[src/rtl/bmlk_pkg.sv]
package bmlk_pkg;
  typedef enum logic [2:0] {
    ST_IDLE,
    ST_MAP_REQ,
    ST_MAP_WAIT,
    ST_ELT_REQ,
    ST_ELT_WAIT,
    ST_RESP
  } bmlk_state_e;
endpackage

[src/rtl/bmlk_popcnt.sv]
module bmlk_popcnt #(
  parameter int N  = 32,
  parameter int OW = 5
) (
  input  logic [N-1:0]  bits,
  input  logic [OW-1:0] off,
  output logic [OW-1:0] idx
);
  localparam int CW = $clog2(N + 1);

  logic [N-1:0]  mask;
  logic [N-1:0]  masked;
  logic [CW-1:0] cnt;

  for (genvar g = 0; g < N; g++) begin : g_mask
    assign mask[g] = (off >= OW'(g));
  end

  assign masked = bits & mask;

  always_comb begin
    cnt = '0;
    for (int i = 0; i < N; i++) begin
      cnt = cnt + CW'(masked[i]);
    end
    if (cnt == '0) begin
      idx = '0;
    end else begin
      idx = OW'(cnt - CW'(1));
    end
  end
endmodule

[src/rtl/bmlk_addr.sv]
module bmlk_addr #(
  parameter int AW     = 16,
  parameter int OW     = 5,
  parameter int SW     = 1,
  parameter int INLINE = 8
) (
  input  logic [OW-1:0] idx,
  input  logic [AW-1:0] rec_base,
  input  logic [AW-1:0] acc_base,
  output logic [AW-1:0] elt_addr
);
  logic          is_inline;
  logic [OW-1:0] ovf_idx;

  assign is_inline = (idx < OW'(INLINE));
  assign ovf_idx   = idx - OW'(INLINE);

  always_comb begin
    if (is_inline) begin
      elt_addr = rec_base + AW'(1) + AW'(idx >> SW);
    end else begin
      elt_addr = acc_base + AW'(ovf_idx >> SW);
    end
  end
endmodule

[src/rtl/bmlk_unpack.sv]
module bmlk_unpack #(
  parameter int DW = 32,
  parameter int EW = 16,
  parameter int SW = 1
) (
  input  logic [DW-1:0] word,
  input  logic [SW-1:0] sel,
  output logic [EW-1:0] elem
);
  localparam int LANES = DW / EW;

  logic [EW-1:0] lane [LANES];

  for (genvar g = 0; g < LANES; g++) begin : g_lane
    assign lane[g] = word[g*EW +: EW];
  end

  assign elem = lane[sel];
endmodule

[src/rtl/bmlk_engine.sv]
module bmlk_engine #(
  parameter int AW     = 16,
  parameter int DW     = 32,
  parameter int EW     = 16,
  parameter int INLINE = 8
) (
  input  logic                     clk,
  input  logic                     rst_n,
  input  logic                     req_valid,
  output logic                     req_ready,
  input  logic [AW-1:0]            req_base,
  input  logic [AW-1:0]            req_acc_base,
  input  logic [$clog2(DW)-1:0]    req_offset,
  output logic                     mem_req,
  output logic [AW-1:0]            mem_addr,
  input  logic                     mem_gnt,
  input  logic                     mem_rvalid,
  input  logic [DW-1:0]            mem_rdata,
  output logic                     res_valid,
  output logic [EW-1:0]            res_data
);
  import bmlk_pkg::*;

  localparam int OW = $clog2(DW);
  localparam int SW = $clog2(DW / EW);

  bmlk_state_e   state_q, state_d;
  logic [AW-1:0] base_q;
  logic [AW-1:0] acc_q;
  logic [OW-1:0] off_q;
  logic [OW-1:0] idx_q;
  logic [EW-1:0] res_q;

  logic          accept;
  logic          cap_idx;
  logic          cap_res;
  logic [OW-1:0] idx_new;
  logic [AW-1:0] elt_addr;
  logic [EW-1:0] elem;

  bmlk_popcnt #(.N(DW), .OW(OW)) u_popcnt (
    .bits (mem_rdata),
    .off  (off_q),
    .idx  (idx_new)
  );

  bmlk_addr #(.AW(AW), .OW(OW), .SW(SW), .INLINE(INLINE)) u_addr (
    .idx      (idx_q),
    .rec_base (base_q),
    .acc_base (acc_q),
    .elt_addr (elt_addr)
  );

  bmlk_unpack #(.DW(DW), .EW(EW), .SW(SW)) u_unpack (
    .word (mem_rdata),
    .sel  (idx_q[SW-1:0]),
    .elem (elem)
  );

  assign req_ready = (state_q == ST_IDLE);
  assign accept    = req_valid && req_ready;
  assign cap_idx   = (state_q == ST_MAP_WAIT) && mem_rvalid;
  assign cap_res   = (state_q == ST_ELT_WAIT) && mem_rvalid;
  assign mem_req   = (state_q == ST_MAP_REQ) || (state_q == ST_ELT_REQ);
  assign mem_addr  = (state_q == ST_MAP_REQ) ? base_q : elt_addr;
  assign res_valid = (state_q == ST_RESP);
  assign res_data  = res_q;

  always_comb begin
    state_d = state_q;
    case (state_q)
      ST_IDLE:     if (req_valid)  state_d = ST_MAP_REQ;
      ST_MAP_REQ:  if (mem_gnt)    state_d = ST_MAP_WAIT;
      ST_MAP_WAIT: if (mem_rvalid) state_d = ST_ELT_REQ;
      ST_ELT_REQ:  if (mem_gnt)    state_d = ST_ELT_WAIT;
      ST_ELT_WAIT: if (mem_rvalid) state_d = ST_RESP;
      ST_RESP:                     state_d = ST_IDLE;
      default:                     state_d = ST_IDLE;
    endcase
  end

  always_ff @(posedge clk or negedge rst_n) begin
    if (!rst_n) begin
      state_q <= ST_IDLE;
    end else begin
      state_q <= state_d;
    end
  end

  always_ff @(posedge clk) begin
    if (accept) begin
      base_q <= req_base;
      acc_q  <= req_acc_base;
      off_q  <= req_offset;
    end
  end

  always_ff @(posedge clk) begin
    if (cap_idx) begin
      idx_q <= idx_new;
    end
  end

  always_ff @(posedge clk) begin
    if (cap_res) begin
      res_q <= elem;
    end
  end
endmodule

[config.mk]
export PLATFORM = sky130hd
export DESIGN_NAME = bmlk_engine
export DESIGN_NICKNAME = d
export VERILOG_FILES = /design/src/rtl/bmlk_pkg.sv /design/src/rtl/bmlk_popcnt.sv /design/src/rtl/bmlk_addr.sv /design/src/rtl/bmlk_unpack.sv /design/src/rtl/bmlk_engine.sv
export SDC_FILE = /design/constraint.sdc
export NUM_CORES = 1
export LEC_CHECK = 0
export BUFFER_PORTS_ARGS = -buffer_cell sky130_fd_sc_hd__buf_2
export CAP_MARGIN = 20
export CORE_MARGIN = 4
export CORE_UTILIZATION = 35
export DETAILED_ROUTE_END_ITERATION = 7
export SLEW_MARGIN = 10
export SYNTH_ARGS = -nofsm -noshare
export SYNTH_HDL_FRONTEND = slang
export SYNTH_SLANG_ARGS = --single-unit
[constraint.sdc]
create_clock -name clk -period 9.46 [get_ports clk]
set_input_delay 0.473 -clock clk [delete_from_list [all_inputs] [get_ports clk]]
set_output_delay 0.473 -clock clk [all_outputs]
set_load 0.02 [all_outputs]
==> flow_summary.json, run 1 <==
{
  "status": "completed",
  "clkLatencyLatePin_ps": 340,
  "yosysWarnings": 0,
  "tightest_slew_ps": 795.5,
  "initial_utilization_pct": 36.40,
  "grt_pass1_vias": 3761,
  "gr-total-overflow": 0,
  "cts.htree.levels": 3,
  "startpoint_type": "flip-flop",
  "core_mm2": 0.01226,
  "ios": 109,
  "ys_ff_latch": 61,
  "multi_input_area_mm2": 0.002409,
  "synth-edff-count": 58,
  "drtIter0Drc": 232,
  "ys_types": 64,
  "synth_area_mm2": 0.004463,
  "crit_start": "off_q[4]",
  "finalHoldViolations": 0,
  "fmax_mhz": 144.5,
  "worstPathRequired_ps": 9530,
  "rows": 40,
  "setup.worst_path.class": "flip-flop to flip-flop",
  "firstDrtPassIters": 5,
  "synthToLayoutAreaGrowth_pct": 23.24,
  "clk_pin_slew_ps": 60,
  "wire_per_inst_um": 16.80,
  "track_usage_pct": 16.76,
  "n_antenna_cell": 0,
  "cts_buffer_depth": 2,
  "synth_common_cells": "58 x edfxtp_1, 49 x inv_1, 28 x nand2_1",
  "worst_r2r_endpoint": "idx_q[3]",
  "ant_nets": 0,
  "netlist.area_leader.share_pct": 39.02,
  "synth_nets": 541,
  "setup_ws_ps": 2540,
  "min_period_ps": 6920,
  "place_congestion": 0.8727,
  "antenna_found_initial": 0,
  "ff_latch_area_mm2": 0.001817,
  "synth_area_leaders": "edfxtp_1 39%, fa_1 12%, ha_1 5.0%, inv_1 4.1%, mux2_2 4.0%",
  "grt_setup_unrepaired": "no",
  "die-height_um": 120.9,
  "grt_max_degree": 38,
  "ctsRootBufferMaster": "clkbuf_16",
  "hp-class": "input pin to flip-flop",
  "die-area_mm2": 0.01462,
  "grt_first_pass_wirelength_um": 18930,
  "yosys_most_used_dff": "edfxtp_1",
  "numPortBuffers": 108,
  "drive_gt1_share_pct": 28.92,
  "setup_tns_ps": 0,
  "final_nets": 649,
  "max_cap_viol_count": 0,
  "clock_sinks": 61,
  "post_cts_buffers": 0,
  "totalWireLength_um": 11830,
  "ys_seq_area_share_pct": 40.71,
  "ctsResizeCount": 0,
  "synth_top_area_cell": "edfxtp_1",
  "reg2reg_slack_ps": 2540,
  "worstPathArrival_ps": 6990,
  "cts_tree": "done",
  "die_w_um": 120.9,
  "dr_total_vias": 3665,
  "setup.worst_path.end": "idx_q[3]",
  "setup_viol": 0,
  "n_fill_cell": 1190,
  "relSlewSlack_pct": 46.97,
  "final_max_slew_viol_count": 0,
  "synthArstFlopShare_pct": 4.918,
  "avgSynthCellArea_um2": 10.55,
  "synth_cells": 423,
  "via_per_inst": 5.206,
  "postCtsHoldBufs": 1,
  "timing.rr.start": "off_q[4]",
  "worstSetupEndpointType": "flip-flop",
  "tritoncts.num_buffers": 9,
  "finClkSkew_ps": 7.150,
  "place_ws_ps": 2543,
  "fin_crit_sh_pct": 73.15,
  "hpwl_um": 9337,
  "drc": 0,
  "worst-path-max-fanout": 20,
  "r2r_cells": 18,
  "synth.most_common_cell": "edfxtp_1"
}
-- critical path, stage by stage (launching register included) --
cell and delay, ps:
edfxtp_1 630, or3_1 460, o31a_1 260, ha_1 270, inv_1 50, fa_1 520
inv_1 50, fa_1 500, fa_1 530, fa_1 520, fa_1 540, inv_1 60
fa_1 510, fa_1 470, fa_1 420, xor2_1 330, nand2_1 130, a21oi_1 270
a22oi_1 150
-- layout by cell type, fill, tap and decap left out, types with 3 or more instances in the layout --
master | Yosys | routed
buf_2 | 3 | 108
edfxtp_1 | 58 | 58
inv_1 | 49 | 49
nand2_1 | 28 | 28
fa_1 | 26 | 26
a21oi_1 | 25 | 25
o21ai_0 | 24 | 24
nor2_1 | 23 | 23
ha_1 | 18 | 18
mux2_2 | 16 | 16
nand3_1 | 13 | 13
clkbuf_16 | 0 | 9
xor2_1 | 8 | 8
nor2b_1 | 7 | 7
a211oi_1 | 7 | 7
nand2b_1 | 6 | 6
xnor2_1 | 6 | 6
o21a_1 | 5 | 5
or3_1 | 5 | 5
a21o_1 | 5 | 5
and3_1 | 4 | 4
nor3_1 | 6 | 4
o22ai_1 | 4 | 4
and2_1 | 3 | 3
and4_1 | 3 | 3
or2_2 | 3 | 3
o31ai_1 | 3 | 3
o211ai_1 | 3 | 3
a31oi_1 | 3 | 3
buf_4 | 0 | 3
dfrtp_1 | 3 | 3
-- area by class of cell --
type                       count  share of cell area (%)
multi-input combinational    297                   43.79
sequential                    61                   33.03
clock buffer                  12                   4.663
tap                          168                   3.822
clock inverter                 4                  0.8644
inverter                      50                   3.412
timing repair buffer         112                   10.42
-- registers in the layout (all words and copies together), names as in the netlist --
register,count
acc_q,16
base_q,16
idx_q,5
off_q,5
res_data,16
state_q,3
-- stage by stage --
step	utilization, %	instances	hold WS (ps)	area, um^2
6_report	44.86	704	305.9	5500
5_1_grt	44.86	704	286.8	5500
3_3_place_gp	42.30	687	271.5	5186
2_1_floorplan	-	423	177.4	4463
3_5_place_dp	42.30	687	273.0	5186
4_1_cts	44.86	704	289.6	5500
-- worst min path at each step --
stage | start | endpoint | cells past startpoint
finish | req_acc_base[0] | acc_q[0] | 1
global placement | rst_n | state_q[2] | 1
floorplan | rst_n | state_q[0] | 0
detailed placement | rst_n | state_q[2] | 1
global route | req_base[1] | base_q[1] | 1
CTS | req_acc_base[5] | acc_q[5] | 1
-- cells by family (layout without fill, tap and decap cells) --
group | Yosys count | after routing | share of synthesized area [%]
adder cells (fa/ha/maj) | 44 | 44 | 16.71
multiplexers | 17 | 17 | 4.261
buffers and inverters | 65 | 178 | 5.551
flip-flops | 61 | 61 | 40.71
AO/OA/AOI/OAI | 109 | 109 | 16.85
AND/OR/NAND/NOR | 113 | 113 | 13.18
XOR/XNOR | 14 | 14 | 2.747
-- per-layer routing --
| metal | track usage [%] | share of wire [%] | wire length (um) |
|---|---|---|---|
| met5 | 0 | 0 | 0 |
| met4 | 4.958 | 1.3 | 155 |
| met3 | 6.387 | 8.6 | 1015 |
| met2 | 28.90 | 50 | 5912 |
| met1 | 19.31 | 40 | 4742 |
Power of run 1 is not shown: default switching activity piles up to over one toggle a cycle in this logic, so the estimate is an artifact.
==> run 2, diff against run 1 <==
--- a/config.mk
+++ b/config.mk
@@ -5,6 +5,7 @@
 export SDC_FILE = /design/constraint.sdc
 export NUM_CORES = 1
 export LEC_CHECK = 0
+export ABC_AREA = 1
 export BUFFER_PORTS_ARGS = -buffer_cell sky130_fd_sc_hd__buf_2
 export CAP_MARGIN = 20
 export CORE_MARGIN = 4
==> constraint.sdc (replaced) <==
create_clock -name clk -period 6.9 [get_ports clk]
set_input_delay 0.345 -clock clk [delete_from_list [all_inputs] [get_ports clk]]
set_output_delay 0.345 -clock clk [all_outputs]
set_load 0.02 [all_outputs]
==> flow_summary.json, run 2 <==
{
  "hpwl_um": 9791,
  "p_switching_mw": 1.588,
  "layout_commonest_cell": "nand2_1",
  "fin_util_pct": 44.01,
  "p_seq_share_pct": 19.5,
  "synth_area_mm2": 0.004715,
  "status": "completed",
  "ios": 109,
  "path_cells": "nor2_2 > nand2_1 > o21ai_0 > inv_1 > ha_1 > inv_1 > fa_1 > inv_1 > fa_1 > fa_1 > fa_1 > fa_1 > inv_1 > fa_1 > fa_1 > fa_1 > ha_1 > inv_1 > nor2_1 > nand2_1 > nor3_4 > nor2_1",
  "cts_tree": "done",
  "synth_top_area_cell": "edfxtp_1",
  "numPortBuffers": 108,
  "ys_ff_latch": 61,
  "via_per_inst": 4.816,
  "p_total_mw": 3.471,
  "synth.most_common_cell": "nand2_1",
  "place_ws_ps": 256.2,
  "cts_buffer_depth": 2,
  "fin_crit_sh_pct": 95.04,
  "critPathSlowestCell": "fa_1",
  "setup_viol": 0,
  "initial_utilization_pct": 35.60,
  "grt_pass1_vias": 3859,
  "swShare_pct": 45.74,
  "die_w_um": 124.1,
  "final_nets": 794,
  "ys_seq_area_share_pct": 38.54,
  "worstPathRequired_ps": 6980,
  "wire_per_inst_um": 14.19,
  "finClkSkew_ps": 7.855,
  "synthArstFlopShare_pct": 4.918,
  "antenna_found_initial": 1,
  "leakagePower_nw": 2.775,
  "synth_common_cells": "153 x nand2_1, 96 x inv_1, 58 x edfxtp_1",
  "avgSynthCellArea_um2": 8.389,
  "ctsRootBufferMaster": "clkbuf_16",
  "yosysWarnings": 0,
  "relSlewSlack_pct": 47.29,
  "n_fill_cell": 1371,
  "power-per-cell-area_mw_per_mm2": 595.5,
  "fmax_mhz": 152.5,
  "gr-total-overflow": 0,
  "peakVddDrop_mv": 0.4441,
  "startpoint_type": "flip-flop",
  "clock_sinks": 61,
  "hp-class": "input pin to flip-flop",
  "synth-edff-count": 58,
  "totalWireLength_um": 12160,
  "most-common-layout-cells": "153 x nand2_1, 108 x buf_2, 96 x inv_1",
  "die-height_um": 124.1,
  "track_usage_pct": 16.15,
  "worst-path-max-fanout": 5,
  "firstDrtPassIters": 5,
  "n_antenna_cell": 0,
  "cpMostUsedCell": "fa_1",
  "max_cap_viol_count": 0,
  "ant_nets": 0,
  "grt_first_pass_wirelength_um": 18970,
  "clkLatencyLatePin_ps": 340,
  "drtIter0Drc": 299,
  "ys_types": 40,
  "synth_cells": 562,
  "combPwrFrac_pct": 65.5,
  "grt_max_degree": 38,
  "place_area_mm2": 0.005438,
  "tritoncts.num_buffers": 9,
  "rows": 42,
  "synth_area_leaders": "edfxtp_1 37%, nand2_1 12%, fa_1 11%, inv_1 7.6%, nand3_1 5.3%",
  "netlist.area_leader.share_pct": 36.94,
  "core_mm2": 0.01324,
  "synth_nets": 680,
  "critPathMaxStageDelay_ps": 540,
  "drc": 0,
  "synthToLayoutAreaGrowth_pct": 23.62,
  "drive_gt1_share_pct": 23.49,
  "tightest_slew_ps": 788.7,
  "worstPathArrival_ps": 6640,
  "die-area_mm2": 0.01539,
  "finalHoldWorstSlack_ps": 185.6,
  "cts.htree.levels": 3,
  "final_area_mm2": 0.005828,
  "setup_ws_ps": 342.4,
  "worstSetupEndpointType": "flip-flop",
  "final_max_slew_viol_count": 0,
  "finalHoldViolations": 0,
  "place_congestion": 1.014,
  "clk_pin_slew_ps": 60,
  "p_int_mw": 1.883,
  "yosys_most_used_dff": "edfxtp_1",
  "setup.worst_path.class": "flip-flop to flip-flop",
  "min_period_ps": 6558,
  "dr_total_vias": 4127,
  "clkPwrFrac_pct": 15.0
}
[run 2: final cells by class]
cell class                      instances  area [um^2]  share of cell area [%]
Multi-Input combinational cell        394         2492                   42.77
Sequential cell                        61         1817                   31.17
Timing Repair Buffer                  113        593.1                   10.18
Inverter                               97        364.1                   6.247
Clock buffer                           12        246.5                   4.229
Tap cell                              176        220.2                   3.778
Clock inverter                          4        95.09                   1.632
[run 2: critical path: cells and delay by family, from the launching register on]
| family | cells | cell delay, ps |
|---|---|---|
| compound gates | 1 | 160 |
| simple gates | 6 | 850 |
| fa+ha+maj | 10 | 4550 |
| buf+inv | 5 | 260 |
| flops | 1 | 470 |
[run 2: final timing paths]
kind	startpoint	endpoint	slack [ps]	depth (start not counted)
max	off_q[1]	idx_q[1]	340	22
min	req_base[0]	base_q[0]	190	1
max reg2reg	off_q[1]	idx_q[1]	340	22
min reg2reg	state_q[1]	state_q[1]	580	1
max in group asynchronous	rst_n	state_q[0]	6450	2
min in group asynchronous	rst_n	state_q[1]	340	2
[run 2: metrics by stage]
stage / instances / setup TNS (ps)
2_1_floorplan: 562 / 0
3_3_place_gp: 838 / 0
3_5_place_dp: 838 / 0
4_1_cts: 855 / 0
5_1_grt: 857 / -6.784
6_report: 857 / 0
[run 2: timing repair]
item | CTS | global route
hold endpoints to repair | 3 | 0
gates resized for setup | 0 | 3
hold buffers | 1 | 0
endpoints found under the setup margin | 0 | 4
buffers inserted | 0 | 1
[run 2: cell families after synthesis]
family	count (synthesis)	synth area share, %
AO/OA/AOI/OAI	49	6.078
XOR/XNOR	9	1.831
adder cells (fa/ha/maj)	44	15.82
buffers and inverters	107	8.997
flip-flops	61	38.53
multiplexers	15	3.583
AND/OR/NAND/NOR	277	25.16
[run 2: layer usage]
metal / vias to the layer above / track usage, % / wire length, um
li1: 2055 / - / -
met5: - / 0 / 13
met3: 18 / 3.996 / 719
met4: 2 / 6.502 / 234
met2: 120 / 25.88 / 5899
met1: 1932 / 20.94 / 5293
[run 2: power groups by stage]
| stage | combinational, mW | sequential (mW) | clock (mW) |
|---|---|---|---|
| after global routing | 2.64 | 0.687 | 0.555 |
| after global placement | 2.18 | 0.682 | 0 |
| after CTS | 2.28 | 0.679 | 0.537 |
| after detailed placement | 2.29 | 0.683 | 0 |
| after floorplan | 1.79 | 0.670 | 0 |
| final | 2.27 | 0.676 | 0.521 |
Note: power is estimated with default switching activity, not from simulation.
